## src/rtl/pipe_chain_pkg.sv

```systemverilog
package pipe_chain_pkg;

    localparam int XLEN    = 32;
    localparam int RIDX_W  = 5;
    localparam int ALUOP_W = 4;
    localparam int NSLOT   = 4;

    typedef struct packed {
        logic [ALUOP_W-1:0] alu_op;
        logic               alu_imm;
    } ex_ctl_t;

    typedef struct packed {
        logic rd_en;
        logic wr_en;
    } mem_ctl_t;

    typedef struct packed {
        logic reg_we;
        logic mem_to_reg;
    } wb_ctl_t;

    typedef struct packed {
        logic [XLEN-1:0] instr;
    } fd_slot_t;

    typedef struct packed {
        ex_ctl_t           ex;
        mem_ctl_t          mem;
        wb_ctl_t           wb;
        logic [RIDX_W-1:0] rd;
        logic [XLEN-1:0]   rs_val;
        logic [XLEN-1:0]   rt_val;
        logic [XLEN-1:0]   imm;
    } dx_slot_t;

    typedef struct packed {
        mem_ctl_t          mem;
        wb_ctl_t           wb;
        logic [RIDX_W-1:0] rd;
        logic [XLEN-1:0]   alu_res;
        logic [XLEN-1:0]   store_val;
    } xm_slot_t;

    typedef struct packed {
        wb_ctl_t           wb;
        logic [RIDX_W-1:0] rd;
        logic [XLEN-1:0]   rdata;
        logic [XLEN-1:0]   alu_res;
    } mw_slot_t;

endpackage

```

## src/rtl/stage_slot.sv

```systemverilog
module stage_slot #(
    parameter type SLOT_T = logic [7:0]
) (
    input  logic  clk,
    input  logic  rst,
    input  logic  flush,
    input  logic  hold,
    input  SLOT_T slot_in,
    output SLOT_T slot_out
);

    SLOT_T slot_d;
    SLOT_T slot_q;

    // Priority: reset, then flush, then hold, then load.
    always_comb begin
        slot_d = slot_in;
        if (rst || flush) begin
            slot_d = '0;
        end else if (hold) begin
            slot_d = slot_q;
        end
    end

    always_ff @(posedge clk) begin
        slot_q <= slot_d;
    end

    assign slot_out = slot_q;

    AST_RESET_BUBBLE: assert property (@(posedge clk)
        $past(rst) |-> slot_q == '0);
    AST_FLUSH_BUBBLE: assert property (@(posedge clk) disable iff (rst)
        $past(flush) |-> slot_q == '0);
    AST_HOLD_FREEZE: assert property (@(posedge clk) disable iff (rst)
        (!$past(rst) && !$past(flush) && $past(hold)) |-> $stable(slot_q));
    AST_LOAD_INPUT: assert property (@(posedge clk) disable iff (rst)
        (!$past(rst) && !$past(flush) && !$past(hold)) |-> slot_q == $past(slot_in));

endmodule

```

## src/rtl/pipe_stage_chain.sv

```systemverilog
module pipe_stage_chain
    import pipe_chain_pkg::*;
(
    input  logic               clk,
    input  logic               rst,
    input  logic [NSLOT-1:0]   stage_flush,
    input  logic [NSLOT-1:0]   stage_hold,
    input  logic [XLEN-1:0]    if_instr,
    input  logic [ALUOP_W-1:0] id_alu_op,
    input  logic               id_alu_imm,
    input  logic               id_mem_rd,
    input  logic               id_mem_wr,
    input  logic               id_reg_we,
    input  logic               id_mem_to_reg,
    input  logic [RIDX_W-1:0]  id_rd,
    input  logic [XLEN-1:0]    id_rs_val,
    input  logic [XLEN-1:0]    id_rt_val,
    input  logic [XLEN-1:0]    id_imm,
    input  logic [XLEN-1:0]    ex_alu_res,
    input  logic [XLEN-1:0]    mem_rdata,
    output logic [XLEN-1:0]    id_instr,
    output logic [ALUOP_W-1:0] dx_alu_op,
    output logic               dx_alu_imm,
    output logic               dx_mem_rd,
    output logic               dx_mem_wr,
    output logic               dx_reg_we,
    output logic               dx_mem_to_reg,
    output logic [RIDX_W-1:0]  dx_rd,
    output logic [XLEN-1:0]    dx_rs_val,
    output logic [XLEN-1:0]    dx_rt_val,
    output logic [XLEN-1:0]    dx_imm,
    output logic [XLEN-1:0]    xm_alu_res,
    output logic [XLEN-1:0]    xm_store_val,
    output logic               xm_mem_rd,
    output logic               xm_mem_wr,
    output logic               xm_reg_we,
    output logic               xm_mem_to_reg,
    output logic [RIDX_W-1:0]  xm_rd,
    output logic [XLEN-1:0]    mw_rdata,
    output logic [XLEN-1:0]    mw_alu_res,
    output logic               mw_reg_we,
    output logic               mw_mem_to_reg,
    output logic [RIDX_W-1:0]  mw_rd
);

    localparam int FD = 0;
    localparam int DX = 1;
    localparam int XM = 2;
    localparam int MW = 3;

    fd_slot_t fd_d, fd_q;
    dx_slot_t dx_d, dx_q;
    xm_slot_t xm_d, xm_q;
    mw_slot_t mw_d, mw_q;

    // Next-slot contents: each later slot keeps only what its remaining stages use.
    always_comb begin
        fd_d.instr         = if_instr;

        dx_d.ex.alu_op     = id_alu_op;
        dx_d.ex.alu_imm    = id_alu_imm;
        dx_d.mem.rd_en     = id_mem_rd;
        dx_d.mem.wr_en     = id_mem_wr;
        dx_d.wb.reg_we     = id_reg_we;
        dx_d.wb.mem_to_reg = id_mem_to_reg;
        dx_d.rd            = id_rd;
        dx_d.rs_val        = id_rs_val;
        dx_d.rt_val        = id_rt_val;
        dx_d.imm           = id_imm;

        xm_d.mem           = dx_q.mem;
        xm_d.wb            = dx_q.wb;
        xm_d.rd            = dx_q.rd;
        xm_d.alu_res       = ex_alu_res;
        xm_d.store_val     = dx_q.rt_val;

        mw_d.wb            = xm_q.wb;
        mw_d.rd            = xm_q.rd;
        mw_d.rdata         = mem_rdata;
        mw_d.alu_res       = xm_q.alu_res;
    end

    stage_slot #(.SLOT_T(fd_slot_t)) u_fd (
        .clk(clk), .rst(rst), .flush(stage_flush[FD]), .hold(stage_hold[FD]),
        .slot_in(fd_d), .slot_out(fd_q));
    stage_slot #(.SLOT_T(dx_slot_t)) u_dx (
        .clk(clk), .rst(rst), .flush(stage_flush[DX]), .hold(stage_hold[DX]),
        .slot_in(dx_d), .slot_out(dx_q));
    stage_slot #(.SLOT_T(xm_slot_t)) u_xm (
        .clk(clk), .rst(rst), .flush(stage_flush[XM]), .hold(stage_hold[XM]),
        .slot_in(xm_d), .slot_out(xm_q));
    stage_slot #(.SLOT_T(mw_slot_t)) u_mw (
        .clk(clk), .rst(rst), .flush(stage_flush[MW]), .hold(stage_hold[MW]),
        .slot_in(mw_d), .slot_out(mw_q));

    assign id_instr      = fd_q.instr;
    assign dx_alu_op     = dx_q.ex.alu_op;
    assign dx_alu_imm    = dx_q.ex.alu_imm;
    assign dx_mem_rd     = dx_q.mem.rd_en;
    assign dx_mem_wr     = dx_q.mem.wr_en;
    assign dx_reg_we     = dx_q.wb.reg_we;
    assign dx_mem_to_reg = dx_q.wb.mem_to_reg;
    assign dx_rd         = dx_q.rd;
    assign dx_rs_val     = dx_q.rs_val;
    assign dx_rt_val     = dx_q.rt_val;
    assign dx_imm        = dx_q.imm;
    assign xm_alu_res    = xm_q.alu_res;
    assign xm_store_val  = xm_q.store_val;
    assign xm_mem_rd     = xm_q.mem.rd_en;
    assign xm_mem_wr     = xm_q.mem.wr_en;
    assign xm_reg_we     = xm_q.wb.reg_we;
    assign xm_mem_to_reg = xm_q.wb.mem_to_reg;
    assign xm_rd         = xm_q.rd;
    assign mw_rdata      = mw_q.rdata;
    assign mw_alu_res    = mw_q.alu_res;
    assign mw_reg_we     = mw_q.wb.reg_we;
    assign mw_mem_to_reg = mw_q.wb.mem_to_reg;
    assign mw_rd         = mw_q.rd;

    AST_XM_FROM_DX: assert property (@(posedge clk) disable iff (rst)
        (!$past(rst) && !$past(stage_flush[XM]) && !$past(stage_hold[XM]))
        |-> (xm_rd == $past(dx_rd) && xm_store_val == $past(dx_rt_val)
             && xm_mem_wr == $past(dx_mem_wr)));
    AST_MW_FROM_XM: assert property (@(posedge clk) disable iff (rst)
        (!$past(rst) && !$past(stage_flush[MW]) && !$past(stage_hold[MW]))
        |-> (mw_rd == $past(xm_rd) && mw_reg_we == $past(xm_reg_we)
             && mw_alu_res == $past(xm_alu_res)));
    AST_WB_BUBBLE_SILENT: assert property (@(posedge clk) disable iff (rst)
        $past(stage_flush[MW]) |-> !mw_reg_we);

endmodule

```

## config.mk

```make
export PLATFORM = sky130hd
export DESIGN_NAME = pipe_stage_chain
export DESIGN_NICKNAME = d
export VERILOG_FILES = /design/src/rtl/pipe_chain_pkg.sv /design/src/rtl/stage_slot.sv /design/src/rtl/pipe_stage_chain.sv
export SDC_FILE = /design/constraint.sdc
export NUM_CORES = 1
export LEC_CHECK = 0
export BUFFER_PORTS_ARGS = -buffer_cell sky130_fd_sc_hd__buf_2
export CAP_MARGIN = 20
export CORE_AREA = 2 2 195 197
export DETAILED_ROUTE_END_ITERATION = 7
export DIE_AREA = 0 0 197 199
export HOLD_SLACK_MARGIN = 0.08
export PLACE_DENSITY = 0.62
export RECOVER_POWER = 100
export SKIP_CTS_REPAIR_TIMING = 1
export SLEW_MARGIN = 30
export SYNTH_ARGS = -nofsm -noshare
export SYNTH_HDL_FRONTEND = slang
export SYNTH_HIERARCHICAL = 1
export SYNTH_SLANG_ARGS = --single-unit
```

## constraint.sdc

```tcl
create_clock -name clk -period 1.1 [get_ports clk]
set_input_delay 0.22 -clock clk [delete_from_list [all_inputs] [get_ports clk]]
set_output_delay 0.22 -clock clk [all_outputs]
set_load 0.01 [all_outputs]
```

==> impl_metrics.sql, run 1 <==
INSERT INTO impl_metrics (metric_group, metric, value, unit) VALUES
('sta', 'setup_viol_count_final', '286', ''),
('yosys', 'ys_ff_latch', '286', ''),
('routing', 'drt-wirelength-per-cell', '17.7', 'um'),
('routing', 'remaining_antenna_violation_count_after_routing', '0', ''),
('floorplanning', 'design.die.area', '39200', 'um^2'),
('worst_setup_path', 'critical_path_arrival', '1.07', 'ns'),
('placed_design', 'place.detailed.hpwl', '23.3', 'mm'),
('floorplanning', 'die_height', '199', 'um'),
('placed_design', 'numPortBuffers', '501', ''),
('worst_setup_path', 'worstReg2RegStart', 'u_dx/slot_out[40]$_SDFFE_PP0N_', ''),
('floorplanning', 'fp.dieW', '197', 'um'),
('clock_tree', 'cts-root-to-sink-buffers', '3', ''),
('yosys', 'synth_area_leader_cell', 'sky130_fd_sc_hd__dfxtp_1', ''),
('flow_run', 'maxCapViolations', '0', ''),
('sta', 'post-route-period-util', '118', '%'),
('layout', 'layout.filler_cells', '3172', ''),
('clock_tree', 'htree_num_levels', '1', ''),
('layout', 'fin_cells', '2182', ''),
('worst_setup_path', 'cpPeakStageDelay', '0.39', 'ns'),
('worst_setup_path', 'crit_family', 'flip-flops', ''),
('global_route', 'gr-usage-all-layers', '14.8', '%'),
('routing', 'drt_iter0_markers', '292', ''),
('yosys', 'post_synth.cell_area_avg', '11.2', 'um^2'),
('hold_path', 'worst_hold_path_type', 'in -> reg', ''),
('clock_tree', 'clockRootBuffer', 'sky130_fd_sc_hd__clkbuf_16', ''),
('yosys', 'synth_sequential_area_ratio', '55.5', '%'),
('hold_path', 'hold_path_depth', '3', ''),
('hold_path', 'timing.hold.worst.start', 'stage_hold[1]', ''),
('worst_setup_path', 'cp_slowest_cell', 'sky130_fd_sc_hd__dfxtp_1', ''),
('clock_tree', 'cts_tree', 'done', ''),
('global_route', 'first_global_vias', '8235', ''),
('worst_setup_path', 'source_of_the_critical_timing_path', 'u_dx/slot_out[39]$_SDFFE_PP0N_', ''),
('sta', 'final.setup.worst_slack', '-0.193', 'ns'),
('worst_setup_path', 'data_required_time_at_the_worst_endpoint', '0.88', 'ns'),
('worst_setup_path', 'endpoint_kind', 'primary output', ''),
('placed_design', 'dpl-instance-area', '13300', 'um^2'),
('worst_setup_path', 'timing.setup.critical_path_class', 'reg -> out', ''),
('yosys', 'synthDominantCellAreaShare', '55.5', '%'),
('run_status', 'outcome', 'complete, but fails checks', ''),
('sta', 'grt_setup_unrepaired', 'yes', ''),
('yosys', 'syn-instance-count', '926', ''),
('yosys', 'synthTopCellsByArea', 'sky130_fd_sc_hd__dfxtp_1 (55%), sky130_fd_sc_hd__mux2i_1 (28%), sky130_fd_sc_hd__nor2_1 (10%), sky130_fd_sc_hd__buf_6 (4.0%), sky130_fd_sc_hd__buf_8 (1.0%)', ''),
('layout', 'syn_to_final_growth', '80.5', '%'),
('placed_design', 'place.detailed.instances', '1879', ''),
('sta', 'maximum_operating_frequency', '0.773', 'GHz'),
('run_status', 'failing_checks', 'negative setup slack', ''),
('power', 'vdd_drop_max', '1.24', 'mV'),
('yosys', 'synth_nets', '1142', ''),
('layout', 'final_area', '18600', 'um^2'),
('sta', 'finalCriticalPeriod', '1.29', 'ns'),
('sta', 'fin_skew', '0.00577', 'ns'),
('clock_tree', 'clkSinkCount', '286', ''),
('sta', 'maxSlewHeadroom', '77.4', '%'),
('layout', 'final_core_util', '50.2', '%'),
('floorplanning', 'core', '37100', 'um^2'),
('clock_tree', 'cts_made_buffers', '31', ''),
('routing', 'route.detailed.vias_per_inst', '4.47', ''),
('sta', 'fin_setup_tns', '-41.83', 'ns'),
('sta', 'worst_slew_pin_slew', '0.339', 'ns'),
('worst_setup_path', 'critPathMaxFanout', '3', ''),
('clock_tree', 'clk_pin_slew', '0.06', 'ns'),
('routing', 'post-route-drc-count', '0', ''),
('global_route', 'grt_pass1_wl', '45.6', 'mm'),
('worst_setup_path', 'worst_setup_path_start_kind', 'flip-flop', ''),
('worst_setup_path', 'cp.depth', '1', ''),
('layout', 'antennaDiodeCount', '0', ''),
('sta', 'slew_viol_final', '0', ''),
('sta', 'hold_viol', '0', ''),
('worst_setup_path', 'cp_cell_sequence', 'buf_6', ''),
('clock_tree', 'clock_insertion_delay_worst_skew', '0.56', 'ns'),
('power', 'power_density', '1320', 'nW/um^2');
==> sequential cells by signal, indices dropped and copies added (netlist names) <==
| signal | flops |
|---|---|
| u_xm/slot_out | 73 |
| u_dx/slot_out | 110 |
| u_fd/slot_out | 32 |
| u_mw/slot_out | 71 |
==> power breakdown <==
part	internal [mW]	switching (mW)
combinational	1.89	1.31
clock	6.26	4.21
sequential	10.6	0.239
==> worst paths after layout <==
path / slack (ns) / endpoint
hold / removal: 0.11 / u_dx/slot_out[100]$_SDFFE_PP0N_
setup / recovery: -0.19 / dx_rt_val[7]
setup reg to reg: 0.27 / u_dx/slot_out[40]$_SDFFE_PP0N_
hold reg to reg: 0.50 / u_xm/slot_out[28]$_SDFFE_PP0N_
==> cell usage after synthesis, drive strengths merged <==
| cell | instances |
|---|---|
| clkbuf | 2 |
| dfxtp | 286 |
| mux2i | 286 |
| buf | 62 |
| nor2 | 286 |
| or2 | 4 |
==> cell usage in the layout (no fill, tap or decap), drive strengths merged <==
cell and n:
clkinvlp 2, or2 4, dlygate4sd3 206, buf 565, nor2 286, clkinv 7
clkbuf 62, bufinv 4, dfxtp 286, mux2i 286
==> per-stage QoR <==
stage / power (mW) / hold slack [ns]
after detailed placement: 13.2 / 0.457
after floorplan: 12.3 / 0.364
after global placement: 13.2 / 0.448
after CTS: 23.7 / -0.151
final: 24.5 / 0.106
after global routing: 25.5 / 0.102
==> routing by layer <==
| layer | vias up | wire length [um] | track usage, % | part of all wire, % |
|---|---|---|---|---|
| li1 | 4596 | - | - | - |
| met4 | 0 | 1570 | 5.65 | 4.1 |
| met1 | 4606 | 14300 | 16.2 | 37 |
| met2 | 439 | 19800 | 26.7 | 51 |
| met3 | 104 | 2870 | 4.61 | 7.5 |
| met5 | - | 0 | 0 | 0 |
==> cell type report <==
class	count	area (um^2)	share of cell area [%]
clock buffers	39	836	4.48
flip-flops and latches	286	5840	31.3
well taps	474	593	3.18
repair buffers	794	7220	38.8
multi-input cells	576	3970	21.3
clock inverters	13	178	0.953
==> cell families after synthesis <==
family / share of synthesized area, %
and+or+nand+nor: 10.6
muxes: 27.7
DFF: 55.5
buffers and inverters: 6.18
Note: power is estimated with default switching activity, not from simulation.
==> run 2, diff against run 1 <==
==> constraint.sdc (replaced) <==
create_clock -name clk -period 1.6 [get_ports clk]
set_input_delay 0.32 -clock clk [delete_from_list [all_inputs] [get_ports clk]]
set_output_delay 0.32 -clock clk [all_outputs]
set_load 0.01 [all_outputs]
==> impl_metrics.sql, run 2 (synthesis results as in run 1) <==
INSERT INTO impl_metrics (metric_group, metric, value, unit) VALUES
('worst_setup_path', 'critical_path_arrival', '1.22', 'ns'),
('sta', 'fin_skew', '0.0225', 'ns'),
('global_route', 'grt_start_max_net_pins', '74', ''),
('worst_setup_path', 'timing.setup.critical_path_class', 'reg -> out', ''),
('placed_design', 'placement.setup.worst_slack', '-0.0205', 'ns'),
('floorplanning', 'start_util', '27.8', '%'),
('placed_design', 'dpl-instance-area', '13100', 'um^2'),
('run_status', 'outcome', 'complete, but fails checks', ''),
('layout', 'antennaDiodeCount', '0', ''),
('clock_tree', 'clock_insertion_delay_worst_skew', '0.56', 'ns'),
('sta', 'hold_viol', '0', ''),
('sta', 'worst_slew_pin_slew', '1.53', 'ns'),
('sta', 'slew_viol_final', '72', ''),
('clock_tree', 'clockRootBuffer', 'sky130_fd_sc_hd__clkbuf_16', ''),
('sta', 'finalCriticalPeriod', '1.54', 'ns'),
('power', 'static-leakage-power', '6.99', 'nW'),
('layout', 'fraction_of_final_layout_cells_with_drive_strength_greater_than_1', '17.3', '%'),
('routing', 'route.detailed.vias_per_inst', '4.32', ''),
('power', 'power_density', '1020', 'nW/um^2'),
('worst_setup_path', 'data_required_time_at_the_worst_endpoint', '1.28', 'ns'),
('worst_setup_path', 'cp_cell_sequence', 'clkbuf_2', ''),
('layout', 'largest_reg_flops', '110', ''),
('floorplanning', 'core.rowCount', '71', ''),
('routing', 'post-route-drc-count', '0', ''),
('clock_tree', 'htree_num_levels', '1', ''),
('global_route', 'grt_pass1_wl', '44.6', 'mm'),
('sta', 'final.setup.worst_slack', '0.0612', 'ns'),
('sta', 'post-route-period-util', '96.2', '%'),
('global_route', 'first_global_vias', '8066', ''),
('worst_setup_path', 'worstReg2RegStart', 'u_dx/slot_out[73]$_SDFFE_PP0N_', ''),
('sta', 'setup_viol_count_final', '0', ''),
('routing', 'drt_iter0_markers', '241', ''),
('worst_setup_path', 'crit_family', 'flip-flops', ''),
('placed_design', 'place_congestion', '0.764', ''),
('floorplanning', 'design.die.area', '39200', 'um^2'),
('worst_setup_path', 'endpoint_kind', 'primary output', ''),
('worst_setup_path', 'critPathMaxFanout', '3', ''),
('clock_tree', 'clk_pin_slew', '0.06', 'ns'),
('power', 'p_total', '16.1', 'mW'),
('worst_setup_path', 'cpPeakStageDelay', '0.46', 'ns'),
('routing', 'drt-wirelength-per-cell', '15.9', 'um'),
('floorplanning', 'fp.dieW', '197', 'um'),
('flow_run', 'maxCapViolations', '1', ''),
('layout', 'net_total_in_the_final_layout', '1837', ''),
('clock_tree', 'cts_tree', 'done', ''),
('layout', 'layout_commonest_cell', 'sky130_fd_sc_hd__clkbuf_1', ''),
('worst_setup_path', 'cp_slowest_cell', 'sky130_fd_sc_hd__dfxtp_1', ''),
('clock_tree', 'cts-root-to-sink-buffers', '3', ''),
('routing', 'remaining_antenna_violation_count_after_routing', '0', ''),
('worst_setup_path', 'path_buf_inv', '1', ''),
('placed_design', 'numPortBuffers', '501', ''),
('hold_path', 'worst_hold_path_type', 'in -> reg', ''),
('floorplanning', 'pin_count', '502', ''),
('worst_setup_path', 'worst_setup_path_start_kind', 'flip-flop', ''),
('global_route', 'number_of_antenna_violations_at_the_first_check_in_global_routing', '0', ''),
('placed_design', 'place.detailed.hpwl', '22.2', 'mm'),
('sta', 'grt_setup_unrepaired', 'no', ''),
('hold_path', 'timing.hold.worst.start', 'stage_hold[1]', ''),
('layout', 'final_area', '15700', 'um^2'),
('run_status', 'failing_checks', 'max-capacitance violations, max-slew violations', ''),
('sta', 'maxSlewHeadroom', '-1.69', '%'),
('sta', 'finalHoldWorstSlack', '0.301', 'ns'),
('layout', 'layout_common_cells', 'sky130_fd_sc_hd__clkbuf_1 (293), sky130_fd_sc_hd__mux2i_1 (286), sky130_fd_sc_hd__nor2_1 (286), sky130_fd_sc_hd__dfxtp_1 (286), sky130_fd_sc_hd__buf_2 (210)', ''),
('clock_tree', 'cts_made_buffers', '31', ''),
('floorplanning', 'die_height', '199', 'um'),
('power', 'vdd_drop_max', '0.681', 'mV'),
('global_route', 'gr-usage-all-layers', '14.4', '%'),
('worst_setup_path', 'source_of_the_critical_timing_path', 'u_dx/slot_out[100]$_SDFFE_PP0N_', ''),
('routing', 'drt_first_pass_iters', '5', ''),
('floorplanning', 'core', '37100', 'um^2'),
('sta', 'maximum_operating_frequency', '0.650', 'GHz'),
('layout', 'syn_to_final_growth', '52.3', '%'),
('routing', 'postRouteWirelength', '33.7', 'mm'),
('global_route', 'grt_overflow_total', '0', ''),
('clock_tree', 'clkSinkCount', '286', ''),
('routing', 'via_count', '9160', '');
## run 2: cell count changes in the layout (fill, tap and decap cells not counted), moves of 3 or more
cell,before,now
sky130_fd_sc_hd__buf_4,49,7
sky130_fd_sc_hd__clkbuf_1,8,293
sky130_fd_sc_hd__buf_6,287,1
sky130_fd_sc_hd__clkbuf_8,3,7
sky130_fd_sc_hd__dfxtp_2,66,0
sky130_fd_sc_hd__buf_12,17,8
sky130_fd_sc_hd__clkbuf_2,0,11
sky130_fd_sc_hd__clkbuf_4,20,1
sky130_fd_sc_hd__dfxtp_1,211,286
sky130_fd_sc_hd__dfxtp_4,9,0
sky130_fd_sc_hd__bufinv_16,4,1
## run 2: where the power goes
group          leakage (nW)  internal (mW)  switching [mW]
sequential             2.32           7.31           0.121
combinational          4.19          0.954           0.826
clock                 0.484           4.05            2.82
## run 2: cell type report
class / count / area (um^2)
clock buffers: 49 / 913
clock inverters: 7 / 71.3
fillers: 3638 / 21400
multi-input cells: 576 / 3960
flip-flops and latches: 286 / 5730
well taps: 474 / 593
repair buffers: 726 / 4460
## run 2: metrics by stage
| stage | util [%] | cells | TNS, ns |
|---|---|---|---|
| 3_5_place_dp | 35.2 | 1855 | -0.0420 |
| 4_1_cts | 37.8 | 1911 | 0 |
| 6_report | 42.3 | 2118 | 0 |
| 2_1_floorplan | - | 926 | 0 |
| 3_3_place_gp | 35.2 | 1855 | 0 |
| 5_1_grt | 42.3 | 2118 | 0 |
## run 2: metal layers
| layer | GRT usage, % | up-vias | part of all wire, % |
|---|---|---|---|
| li1 | - | 4464 | - |
| met1 | 15.7 | 4271 | 40 |
| met2 | 26.2 | 372 | 50 |
| met3 | 4.17 | 53 | 6.8 |
| met4 | 5.65 | 0 | 3.5 |
| met5 | 0 | - | 0 |
## run 2: worst paths after layout
| kind | end | slack (ns) | depth (start not counted) |
|---|---|---|---|
| setup / recovery | dx_rd[4] | 0.06 | 1 |
| hold / removal | u_dx/slot_out[52]$_SDFFE_PP0N_ | 0.30 | 4 |
| setup reg to reg | u_dx/slot_out[73]$_SDFFE_PP0N_ | 0.78 | 2 |
| hold reg to reg | u_mw/slot_out[64]$_SDFFE_PP0N_ | 0.49 | 2 |
